==> config.mk <==
export PLATFORM = sky130hd
export DESIGN_NAME = prio_irq_ctrl
export DESIGN_NICKNAME = d
export VERILOG_FILES = /design/src/rtl/irqc_pkg.sv /design/src/rtl/irqc_regs.sv /design/src/rtl/irqc_pend.sv /design/src/rtl/irqc_arb.sv /design/src/rtl/prio_irq_ctrl.sv
export SDC_FILE = /design/constraint.sdc
export NUM_CORES = 1
export LEC_CHECK = 0
export BUFFER_PORTS_ARGS = -buffer_cell sky130_fd_sc_hd__buf_2
export CELL_PAD_IN_SITES_DETAIL_PLACEMENT = 1
export CELL_PAD_IN_SITES_GLOBAL_PLACEMENT = 1
export CORE_UTILIZATION = 40
export DETAILED_ROUTE_END_ITERATION = 8
export PLACE_DENSITY = 0.72
export SYNTH_ARGS = -nofsm -noshare
export SYNTH_HDL_FRONTEND = slang
export SYNTH_SLANG_ARGS = --single-unit
export TNS_END_PERCENT = 100
==> constraint.sdc <==
create_clock -name clk_i -period 36.6 [get_ports clk_i]
set_input_delay 5.49 -clock clk_i [delete_from_list [all_inputs] [get_ports clk_i]]
set_output_delay 5.49 -clock clk_i [all_outputs]
set_load 0.02 [all_outputs]
==> src/rtl/irqc_pkg.sv <==
package irqc_pkg;
  localparam int LVL_W  = 3;
  localparam int REG_W  = 8;
  localparam int HI_LSB = 4;
  localparam int LO_LSB = 0;

  typedef logic [LVL_W-1:0] lvl_t;
endpackage

==> src/rtl/irqc_regs.sv <==
module irqc_regs
  import irqc_pkg::*;
#(
  parameter int N_EXT  = 8,
  parameter int N_SRC  = 16,
  parameter int ADDR_W = 4
) (
  input  logic                    clk_i,
  input  logic                    rst_ni,
  input  logic                    hw_stby_i,
  input  logic                    wr_en_i,
  input  logic [ADDR_W-1:0]       addr_i,
  input  logic [REG_W-1:0]        wdata_i,
  output logic [REG_W-1:0]        rdata_o,
  output logic [N_SRC-1:0][LVL_W-1:0] lvl_o,
  output logic [N_EXT-1:0]        en_o
);
  localparam int N_PREG  = N_SRC / 2;
  localparam int EN_ADDR = N_PREG;

  logic [N_EXT-1:0] en_q;

  for (genvar k = 0; k < N_PREG; k++) begin : g_preg
    lvl_t hi_q, lo_q;
    always_ff @(posedge clk_i or negedge rst_ni) begin
      if (!rst_ni) begin
        hi_q <= '0;
        lo_q <= '0;
      end else if (wr_en_i && addr_i == ADDR_W'(k)) begin
        hi_q <= wdata_i[HI_LSB +: LVL_W];
        lo_q <= wdata_i[LO_LSB +: LVL_W];
      end
    end
    assign lvl_o[2*k]   = hi_q;
    assign lvl_o[2*k+1] = lo_q;
  end

  // standby clear dominates software writes
  always_ff @(posedge clk_i or negedge rst_ni) begin
    if (!rst_ni)                                         en_q <= '0;
    else if (hw_stby_i)                                  en_q <= '0;
    else if (wr_en_i && addr_i == ADDR_W'(EN_ADDR))      en_q <= wdata_i[N_EXT-1:0];
  end
  assign en_o = en_q;

  always_comb begin
    rdata_o = '0;
    for (int k = 0; k < N_PREG; k++) begin
      if (addr_i == ADDR_W'(k)) begin
        rdata_o[HI_LSB +: LVL_W] = lvl_o[2*k];
        rdata_o[LO_LSB +: LVL_W] = lvl_o[2*k+1];
      end
    end
    if (addr_i == ADDR_W'(EN_ADDR)) rdata_o[N_EXT-1:0] = en_q;
  end
endmodule

==> src/rtl/irqc_pend.sv <==
module irqc_pend #(
  parameter int N_EXT = 8,
  parameter int N_INT = 8
) (
  input  logic [N_EXT-1:0]       irq_ext_i,
  input  logic [N_EXT-1:0]       ext_en_i,
  input  logic [N_INT-1:0]       int_src_i,
  input  logic [N_INT-1:0]       int_en_i,
  output logic [N_EXT+N_INT-1:0] pend_o
);
  for (genvar i = 0; i < N_EXT; i++) begin : g_ext
    assign pend_o[i] = irq_ext_i[i] & ext_en_i[i];
  end
  for (genvar m = 0; m < N_INT; m++) begin : g_int
    assign pend_o[N_EXT+m] = int_src_i[m] & int_en_i[m];
  end
endmodule

==> src/rtl/irqc_arb.sv <==
module irqc_arb
  import irqc_pkg::*;
#(
  parameter int N_SRC = 16,
  parameter int IDX_W = 4
) (
  input  logic [N_SRC-1:0]            pend_i,
  input  logic [N_SRC-1:0][LVL_W-1:0] lvl_i,
  output logic                        found_o,
  output logic [IDX_W-1:0]            idx_o,
  output lvl_t                        lvl_o
);
  // scan from the top; >= lets a lower index replace an equal level
  always_comb begin
    found_o = 1'b0;
    idx_o   = '0;
    lvl_o   = '0;
    for (int i = N_SRC - 1; i >= 0; i--) begin
      if (pend_i[i] && (!found_o || lvl_i[i] >= lvl_o)) begin
        found_o = 1'b1;
        idx_o   = IDX_W'(i);
        lvl_o   = lvl_i[i];
      end
    end
  end
endmodule

==> src/rtl/prio_irq_ctrl.sv <==
module prio_irq_ctrl
  import irqc_pkg::*;
#(
  parameter int N_EXT = 8,
  parameter int N_INT = 8
) (
  input  logic             clk_i,
  input  logic             rst_ni,
  input  logic             hw_stby_i,
  input  logic             wr_en_i,
  input  logic [3:0]       addr_i,
  input  logic [7:0]       wdata_i,
  output logic [7:0]       rdata_o,
  input  logic [N_EXT-1:0] irq_ext_i,
  input  logic [N_INT-1:0] int_src_i,
  input  logic [N_INT-1:0] int_en_i,
  input  logic [2:0]       mask_i,
  output logic             req_o,
  output logic [3:0]       req_idx_o,
  output logic [2:0]       req_lvl_o
);
  localparam int N_SRC  = N_EXT + N_INT;
  localparam int IDX_W  = $clog2(N_SRC);
  localparam int ADDR_W = $clog2(N_SRC / 2 + 1);

  logic [N_SRC-1:0][LVL_W-1:0] lvl;
  logic [N_EXT-1:0]            en_q;
  logic [N_SRC-1:0]            pend;
  logic                        found, fire;
  logic [IDX_W-1:0]            win_idx;
  lvl_t                        win_lvl;

  irqc_regs #(.N_EXT(N_EXT), .N_SRC(N_SRC), .ADDR_W(ADDR_W)) u_regs (
    .clk_i    (clk_i),
    .rst_ni   (rst_ni),
    .hw_stby_i(hw_stby_i),
    .wr_en_i  (wr_en_i),
    .addr_i   (addr_i),
    .wdata_i  (wdata_i),
    .rdata_o  (rdata_o),
    .lvl_o    (lvl),
    .en_o     (en_q)
  );

  irqc_pend #(.N_EXT(N_EXT), .N_INT(N_INT)) u_pend (
    .irq_ext_i(irq_ext_i),
    .ext_en_i (en_q),
    .int_src_i(int_src_i),
    .int_en_i (int_en_i),
    .pend_o   (pend)
  );

  irqc_arb #(.N_SRC(N_SRC), .IDX_W(IDX_W)) u_arb (
    .pend_i (pend),
    .lvl_i  (lvl),
    .found_o(found),
    .idx_o  (win_idx),
    .lvl_o  (win_lvl)
  );

  // strict compare: level 0 can never pass
  assign fire = found && (win_lvl > mask_i);

  always_ff @(posedge clk_i or negedge rst_ni) begin
    if (!rst_ni) begin
      req_o     <= 1'b0;
      req_idx_o <= '0;
      req_lvl_o <= '0;
    end else begin
      req_o     <= fire;
      req_idx_o <= fire ? win_idx : '0;
      req_lvl_o <= fire ? win_lvl : '0;
    end
  end
endmodule

* Word-level counts from Yosys, hierarchy flattened *
Cells that the tools add are included.
W data, S select, Z words.

storage, ports and cells
  bits of input ports = 43
  register bits after elaboration = 64

cells by class
  equality and inequality tests = 8
  muxes and demuxes = 69
  magnitude comparators = 16
  reductions and logical operators = 57
  bitwise logic cells = 16

operators by type and width
  cell                  number
  $mux W3               33
  $mux W4               17
  $ge A3 B3 Y1          15
  $logic_and A1 B1 Y1   25
  $mux W8               3
  $and A1 B1 Y1         16
  $eq A4 B3 Y1 const B  4
  $mux W1               16
  $logic_not A1 Y1      15
  $logic_or A1 B1 Y1    15
  $eq A4 B2 Y1 const B  2
  $eq A4 B1 Y1 const B  1
  $eq A4 B4 Y1 const B  1
  $logic_not A4 Y1      1
  $gt A3 B3 Y1          1
  $reduce_bool A2 Y1    1

* Logic depth before layout (Yosys ltp) *
Gate-level depths: netlist of run 1.

  depth after elaboration = 65
  mapped depth = 116

* Modules after synthesis *
A second synthesis of run 1 with hierarchy kept.

second synthesis, totals
  cells, all modules = 641
  area, all modules = 5616.6 µm²

modules (own cells, without submodules)
  module         seq. area each (µm²)  cells each  area an instance (µm²)  times used
  irqc_regs      1401.3                255         2806.4                  1
  irqc_arb       0.0                   344         2369.8                  1
  prio_irq_ctrl  200.2                 26          340.3                   1
  irqc_pend      0.0                   16          100.1                   1

* Least setup slack after synthesis of run 1 *
No wires, ideal clock.

  path kind = input port to flip-flop
  from = input int_src_i[7]
  to = register req_idx_o[3]
  library setup time = 68 ps
  data arrival time = 25549 ps
  required time = 36532 ps
  stages on the path = 107
  buffers on the path = 3
  path slack = 10983 ps
  cell sequence = and3_1 > ha_1 > nand2b_1 > a2111oi_4 > o21ai_0 > nand2_1 > ha_1 > or3b_1 > a211oi_2 > or2_1 > buf_6 > a31oi_1 > ha_1 > nand2b_1 > a21oi_1 > o21ai_2 > buf_4 > a311oi_1 > (+71 left out) > nor2_1 > a31oi_1 > ha_1 > nand2b_1 > a21o_1 > a211oi_1 > nor2_1 > or2_2 > inv_1 > o21a_1 > a21oi_1 > ha_1 > a21oi_1 > a31oi_1 > nand2_1 > nor2_1 > nand2_1 > and4bb_1

between the ends
  cells in the longest elaborated chain, start to end = 65

ends and longest elaborated chain
  element                                           RTL line             RTL
  start: declaration                                prio_irq_ctrl.sv:15  input logic [N_INT-1:0] int_src_i,
  $and A1 B1 Y1 *                                   irqc_pend.sv:15      assign pend_o[N_EXT+m] = int_src_i[m] & int_en_i[m];
  $mux W3 or $mux W1 (tied branches)                irqc_arb.sv:19       if (pend_i[i] && (!found_o || lvl_i[i] >= lvl_o)) begin
  $ge A3 B3 Y1 or $logic_not A1 Y1 (tied branches)  irqc_arb.sv:19
  $logic_or A1 B1 Y1                                irqc_arb.sv:19
  $logic_and A1 B1 Y1                               irqc_arb.sv:19
  $mux W3 or $mux W1 (tied branches)                irqc_arb.sv:19
  $ge A3 B3 Y1 or $logic_not A1 Y1 (tied branches)  irqc_arb.sv:19
  $logic_or A1 B1 Y1                                irqc_arb.sv:19
  (+49 left out)                                    -
  $mux W3 or $mux W1 (tied branches)                irqc_arb.sv:19
  $ge A3 B3 Y1 or $logic_not A1 Y1 (tied branches)  irqc_arb.sv:19
  $logic_or A1 B1 Y1                                irqc_arb.sv:19
  $logic_and A1 B1 Y1                               irqc_arb.sv:19
  $mux W3                                           irqc_arb.sv:19
  $gt A3 B3 Y1                                      prio_irq_ctrl.sv:62  assign fire = found && (win_lvl > mask_i);
  $logic_and A1 B1 Y1                               prio_irq_ctrl.sv:62
  $mux W4 *                                         prio_irq_ctrl.sv:71  req_idx_o <= fire ? win_idx : '0;
  end signal: assignment                            prio_irq_ctrl.sv:71
  end: declaration                                  prio_irq_ctrl.sv:19  output logic [3:0] req_idx_o,

Every way passes the cells marked *; elsewhere a longest branch is shown, timed or not.
A chain may end at the register's enable or synchronous reset.

* Worst setup path after layout of run 1 *
Ends and elaborated chain as after synthesis.

==> results of run 1 <==
per-layer routing:
| layer | vias up | part of all wire, % |
|---|---|---|
| met5 | - | 0 |
| met4 | 0 | 2.0 |
| met3 | 24 | 3.1 |
| met2 | 108 | 49 |
| met1 | 2519 | 46 |
| li1 | 2387 | - |
final timing paths:
kind	from	to	slack, ns
max in group asynchronous	rst_ni	u_regs.g_preg[0].hi_q[2]$_DFFE_PN0P_	30.69
hold / removal	u_regs.g_preg[4].hi_q[0]$_DFFE_PN0P_	u_regs.g_preg[4].hi_q[0]$_DFFE_PN0P_	0.53
setup / recovery	int_src_i[7]	req_idx_o[3]$_DFF_PN0_	7.57
hold reg to reg	u_regs.g_preg[4].hi_q[0]$_DFFE_PN0P_	u_regs.g_preg[4].hi_q[0]$_DFFE_PN0P_	0.53
min in group asynchronous	rst_ni	req_idx_o[3]$_DFF_PN0_	5.33
setup reg to reg	u_regs.g_preg[7].lo_q[0]$_DFFE_PN0P_	req_idx_o[3]$_DFF_PN0_	12.49
power breakdown:
part           total, mW  switching (mW)  internal (mW)
Clock             0.0875          0.0299         0.0576
Combinational      0.173          0.0976         0.0757
Sequential         0.105          0.0187         0.0863
Total              0.366           0.146          0.220
layout by cell type, fill, tap and decap left out, types with 3 or more instances in the layout:
cell type,Yosys,routed
nand3_1,22,22
or3_1,3,3
a22o_1,3,3
mux2_4,4,4
and3_1,10,10
buf_2,1,58
ha_1,40,40
and2_1,13,13
a222oi_1,6,6
a21oi_1,38,38
clkbuf_8,0,3
a31oi_1,14,14
o21ai_0,35,35
inv_1,42,42
nand2b_1,17,17
a21o_1,9,9
mux2_2,49,49
o21a_1,9,9
nor2b_1,8,8
or2_2,5,5
nand2_1,68,68
o211ai_1,4,4
o2111ai_1,4,4
dfrtp_1,64,64
a211oi_1,3,3
o21ai_1,4,4
clkbuf_16,0,9
buf_4,1,3
nor2_1,29,29
nor3_1,11,11
a22oi_1,4,4
o211a_1,3,3
registers in the layout, indices dropped and copies added (netlist names):
| signal | flops |
|---|---|
| u_regs.en_o | 8 |
| u_regs.g_preg.lo_q | 24 |
| req_lvl_o | 3 |
| u_regs.g_preg.hi_q | 24 |
| req_o | 1 |
| req_idx_o | 4 |
worst max-delay path, delay by kind of cell:
family          cells  cell delay, ns
simple gates       33            5.59
fa+ha+maj          17            4.29
buf+inv             6            0.48
mux                 4            1.41
compound gates     48           11.92
final cells by class:
class,count,area share [%]
Multi-Input combinational cell,486,58.63
Sequential cell,64,25.50
Timing Repair Buffer,61,4.980
Clock inverter,3,0.6375
Inverter,42,2.510
Clock buffer,12,4.243
Tap cell,176,3.506
through the flow:
stage / cells / total power, mW / hold slack [ns] / cell area (um2)
after global routing: 844 / 0.3920 / 0.5344 / 6281
after CTS: 844 / 0.3669 / 0.5221 / 6281
after detailed placement: 829 / 0.2774 / 0.5101 / 5974
after global placement: 829 / 0.2660 / 0.4886 / 5974
final: 844 / 0.3659 / 0.5252 / 6281
after floorplan: 611 / 0.2264 / 0.4794 / 5520
cells by family (layout without fill, tap and decap cells):
family | after synthesis | count (layout) | share of synthesized area, %
buf+inv | 61 | 118 | 4.397
mux | 56 | 56 | 11.88
simple gates | 203 | 203 | 18.84
flops | 64 | 64 | 29.01
fa+ha+maj | 41 | 41 | 9.270
compound gates | 186 | 186 | 26.61
==> flow_summary.json, run 1 <==
{
  "status": "finished clean",
  "worst_path_most_repeated_cell": "ha_1",
  "synthTopCellsByArea": "dfrtp_1 (29%), mux2_2 (10%), ha_1 (9.1%), nand2_1 (4.6%), a21oi_1 (3.4%)",
  "netlist.top_cell.by_area": "dfrtp_1",
  "finalCritPeriodShare_pct": 79.32,
  "start_util_pct": 41.36,
  "netlist.area_leader.share_pct": 29.01,
  "via_per_inst": 5.969,
  "htree_levels": 3,
  "period_needed_ns": 29.03,
  "wl_um": 17260,
  "ant_nets": 0,
  "grt_max_degree": 65,
  "grt_util_all_layers_pct": 25.37,
  "die_area_um2": 14270,
  "utilization_pct": 47.06,
  "diodes": 0,
  "cts_buffer_depth": 2,
  "postCtsSetupBuffers": 0,
  "seq_area_frac_synth_pct": 29.01,
  "final_hold_viol_count": 0,
  "dpl_worst_slack_ns": 7.545,
  "slew_viol_final": 0,
  "place.gp.congestion": 0.8644,
  "tightest_slew_ns": 0.9925,
  "grt_overflow": 0,
  "synth_cell_type_count": 87,
  "fillers": 1629,
  "p_leak_nw": 2.806,
  "antenna_found_initial": 0,
  "finalWorstSetupSlack_ns": 7.568,
  "synth.ff_latch_count": 64,
  "fp.dieH_um": 119.5,
  "final_nets": 747,
  "ir_drop_mv": 0.02693,
  "yosysMostFrequentCell": "nand2_1",
  "reg2reg_depth": 107,
  "synth-edff-count": 0,
  "ctsResizeCount": 0,
  "min_delay_path_depth": 1,
  "timing.fmax_ghz": 0.03444,
  "cts_hold_buf": 0,
  "cts-root-buf": "clkbuf_16",
  "max-cap-violations": 0,
  "clock_sink_count": 64,
  "grt_util_met1_pct": 34.00,
  "regArea_um2": 1602,
  "tns_ns": 0,
  "powerDensity_nw_per_um2": 58.26,
  "critPathSlowestCell": "o311ai_1",
  "rows": 42,
  "firstDrtPassIters": 5,
  "netlist_instances": 611,
  "worstSetupEndpointType": "register",
  "grtUsageMet3_pct": 2.538,
  "path_class": "in -> reg",
  "yosys_warnings": 0,
  "cts_tree": "yes",
  "startpoint_type": "input pin",
  "clk-insertion-delay-late_ns": 0.33,
  "chipWidth_um": 119.5,
  "grt_pass1_wl_um": 28190,
  "hp-class": "reg -> reg",
  "slew_headroom_pct": 32.79,
  "gr-max-usage-layer": "met2",
  "core_area_um2": 13350,
  "io_buffers": 58,
  "rsz0062_at_grt": "no",
  "cp_slowest_stage_delay_ns": 0.81,
  "ys_top_cells_by_count": "nand2_1 (68), dfrtp_1 (64), mux2_2 (49)",
  "synthArstFlopShare_pct": 100.0,
  "syn_area_um2": 5520,
  "place_hpwl_um": 13540,
  "cts_buffers": 9,
  "clk_pin_slew_ns": 0.05,
  "worstPathMaxFanout": 11,
  "drt_iter0_markers": 270,
  "syn_nets": 694,
  "pin_count": 59,
  "finClkSkew_ns": 0.008151,
  "cp.arrival_ns": 29.24,
  "multi_input_area_um2": 3682,
  "grt_use_met2_pct": 43.03,
  "drive_gt1_share_pct": 25.00,
  "area.growth.synth_to_final_pct": 13.78,
  "drc": 0,
  "setup_viol": 0,
  "synth.avg_cell_area_um2": 9.035,
  "ys.flop_type": "dfrtp_1",
  "grt_pass1_vias": 5323,
  "vias": 5038,
  "post_drt_wl_per_cell_um": 20.45,
  "critPathRequiredTime_ns": 36.81
}
(Power assumes the default switching activity.)
==> inputs of run 2 (changes only) <==
--- a/config.mk
+++ b/config.mk
@@ -10,7 +10,7 @@
 export CELL_PAD_IN_SITES_GLOBAL_PLACEMENT = 1
 export CORE_UTILIZATION = 40
 export DETAILED_ROUTE_END_ITERATION = 8
-export PLACE_DENSITY = 0.72
+export PLACE_DENSITY = 0.75
 export SYNTH_ARGS = -nofsm -noshare
 export SYNTH_HDL_FRONTEND = slang
 export SYNTH_SLANG_ARGS = --single-unit
==> constraint.sdc (replaced) <==
create_clock -name clk_i -period 23.5 [get_ports clk_i]
set_input_delay 3.525 -clock clk_i [delete_from_list [all_inputs] [get_ports clk_i]]
set_output_delay 3.525 -clock clk_i [all_outputs]
set_load 0.02 [all_outputs]
==> flow_summary.json, run 2 (synthesis results as in run 1) <==
{
  "cp_num_buf_inv": 8,
  "clk-insertion-delay-late_ns": 0.33,
  "via_per_inst": 6.049,
  "chipWidth_um": 119.5,
  "slew_viol_final": 0,
  "io_buffers": 58,
  "min_from": "u_regs.g_preg[4].hi_q[0]$_DFFE_PN0P_",
  "powerDensity_nw_per_um2": 92.60,
  "grt_overflow": 0,
  "grt_util_all_layers_pct": 27.74,
  "cp.arrival_ns": 23.57,
  "pin_count": 59,
  "antenna_found_initial": 0,
  "start_util_pct": 41.36,
  "place.gp.congestion": 0.9315,
  "cp_slowest_stage_delay_ns": 0.47,
  "rows": 42,
  "ant_nets": 0,
  "post_drt_wl_per_cell_um": 22.25,
  "cts_buffer_depth": 2,
  "period_needed_ns": 23.31,
  "hp-class": "reg -> reg",
  "final_hold_viol_count": 0,
  "wl_um": 20960,
  "worst_path_most_repeated_cell": "ha_1",
  "path_class": "in -> reg",
  "timing.fmax_ghz": 0.04291,
  "p_sw_mw": 0.2828,
  "grt_max_degree": 65,
  "final_common_cell": "buf_4",
  "crit-reg2reg-capture": "req_idx_o[3]$_DFF_PN0_",
  "cp_top_family": "compound AO/OA/AOI/OAI gates",
  "switching_share_pct": 40.92,
  "setup_viol": 0,
  "final_nets": 847,
  "fp.dieH_um": 119.5,
  "cts_tree": "yes",
  "min_delay_path_depth": 1,
  "status": "finished clean",
  "holdPathEnd": "u_regs.g_preg[4].hi_q[0]$_DFFE_PN0P_",
  "max-cap-violations": 0,
  "drive_gt1_share_pct": 43.21,
  "layout_common_cells": "buf_4 (100), nand2_1 (65), dfrtp_1 (64), buf_2 (58), mux2_2 (48)",
  "htree_levels": 3,
  "clk_pin_slew_ns": 0.06,
  "critPathSlowestCell": "a2111o_1",
  "core_area_um2": 13350,
  "clock_sink_count": 64,
  "firstDrtPassIters": 5,
  "p_leak_nw": 3.362,
  "drt_iter0_markers": 401,
  "worstSetupEndpointType": "register",
  "r2r_slack_ns": 3.09,
  "vias": 5698,
  "holdWs_ns": 0.5263,
  "die_area_um2": 14270,
  "finClkSkew_ns": 0.007958,
  "pwr-share-seq_pct": 24.2,
  "worstPathMaxFanout": 7,
  "grt_pass1_wl_um": 30850,
  "tightest_slew_ns": 1.318,
  "startpoint_type": "input pin",
  "reg2reg_depth": 106,
  "grt_pass1_vias": 5878,
  "p_clk_share_pct": 17.6,
  "pwr-share-comb_pct": 58.2,
  "utilization_pct": 55.91,
  "finalCritPeriodShare_pct": 99.17,
  "worst_r2r_startpoint": "u_regs.g_preg[7].lo_q[0]$_DFFE_PN0P_",
  "place_hpwl_um": 14400,
  "diodes": 0,
  "cts-root-buf": "clkbuf_16",
  "ir_drop_mv": 0.04373,
  "area.growth.synth_to_final_pct": 35.20,
  "slew_headroom_pct": 10.91,
  "p_int_mw": 0.4083,
  "critPathRequiredTime_ns": 23.77,
  "cts_buffers": 9,
  "drc": 0
}
## run 2: metrics by stage
| step | setup slack (ns) | TNS [ns] | std cells | total power, mW | instance area [um2] |
|---|---|---|---|---|---|
| 2_1_floorplan | 0.04020 | 0 | 611 | 0.3531 | 5528 |
| 3_3_place_gp | -0.1500 | -0.3076 | 898 | 0.4539 | 6500 |
| 3_5_place_dp | -0.8802 | -5.998 | 898 | 0.4753 | 6500 |
| 4_1_cts | 0.01392 | 0 | 918 | 0.6128 | 6904 |
| 5_1_grt | -0.6569 | -4.420 | 942 | 0.7295 | 7463 |
| 6_report | 0.1943 | 0 | 942 | 0.6911 | 7463 |
## run 2: area by class of cell
cell class                      instances  area, um2
Multi-Input combinational cell        486       4148
Fill cell                            1525       5884
Inverter                               42      157.7
Clock buffer                           12      256.5
Timing Repair Buffer                  161       1075
Tap cell                              176      220.2
Sequential cell                        64       1602
Clock inverter                          1      5.005
## run 2: timing repair
item	4_1_cts	5_1_grt
setup endpoints to repair	8	8
resized for setup	19	76
hold buffers	0	0
setup buffers	7	24
pin swaps	11	48
## run 2: worst reg2reg max path: cells and delay by family, from the launching register on
kind	cells	cell delay [ns]
AOI/OAI and AO/OA	44	8.35
adders and majority gates	17	4.55
buffers and inverters	7	0.85
DFF	1	0.42
muxes	4	1.33
and+or+nand+nor	34	4.88
## run 2: metal layers
metal	wire, um	vias up	track usage, %
met5	0	-	0
met4	622	0	10.86
met3	921	54	3.257
met2	10500	178	47.62
li1	-	2591	-
met1	8918	2875	35.37
## run 2: power groups by stage
stage	sequential, mW	clock [mW]	combinational (mW)
after detailed placement	0.165	0	0.310
final	0.167	0.121	0.402
after global placement	0.163	0	0.291
after global routing	0.170	0.126	0.433
after CTS	0.164	0.121	0.328
after floorplan	0.159	0	0.194
## run 2: how the worst max path moves through the flow
stage | startpoint | to | slack, ns | cells after the start
floorplan | int_src_i[7] | req_idx_o[3]$_DFF_PN0_ | 0.04 | 109
global placement | int_src_i[7] | req_idx_o[3]$_DFF_PN0_ | -0.15 | 109
detailed placement | int_src_i[7] | req_idx_o[3]$_DFF_PN0_ | -0.88 | 109
CTS | int_src_i[7] | req_idx_o[3]$_DFF_PN0_ | 0.01 | 110
global route | int_src_i[7] | req_idx_o[3]$_DFF_PN0_ | -0.66 | 107
finish | int_src_i[7] | req_idx_o[3]$_DFF_PN0_ | 0.19 | 107
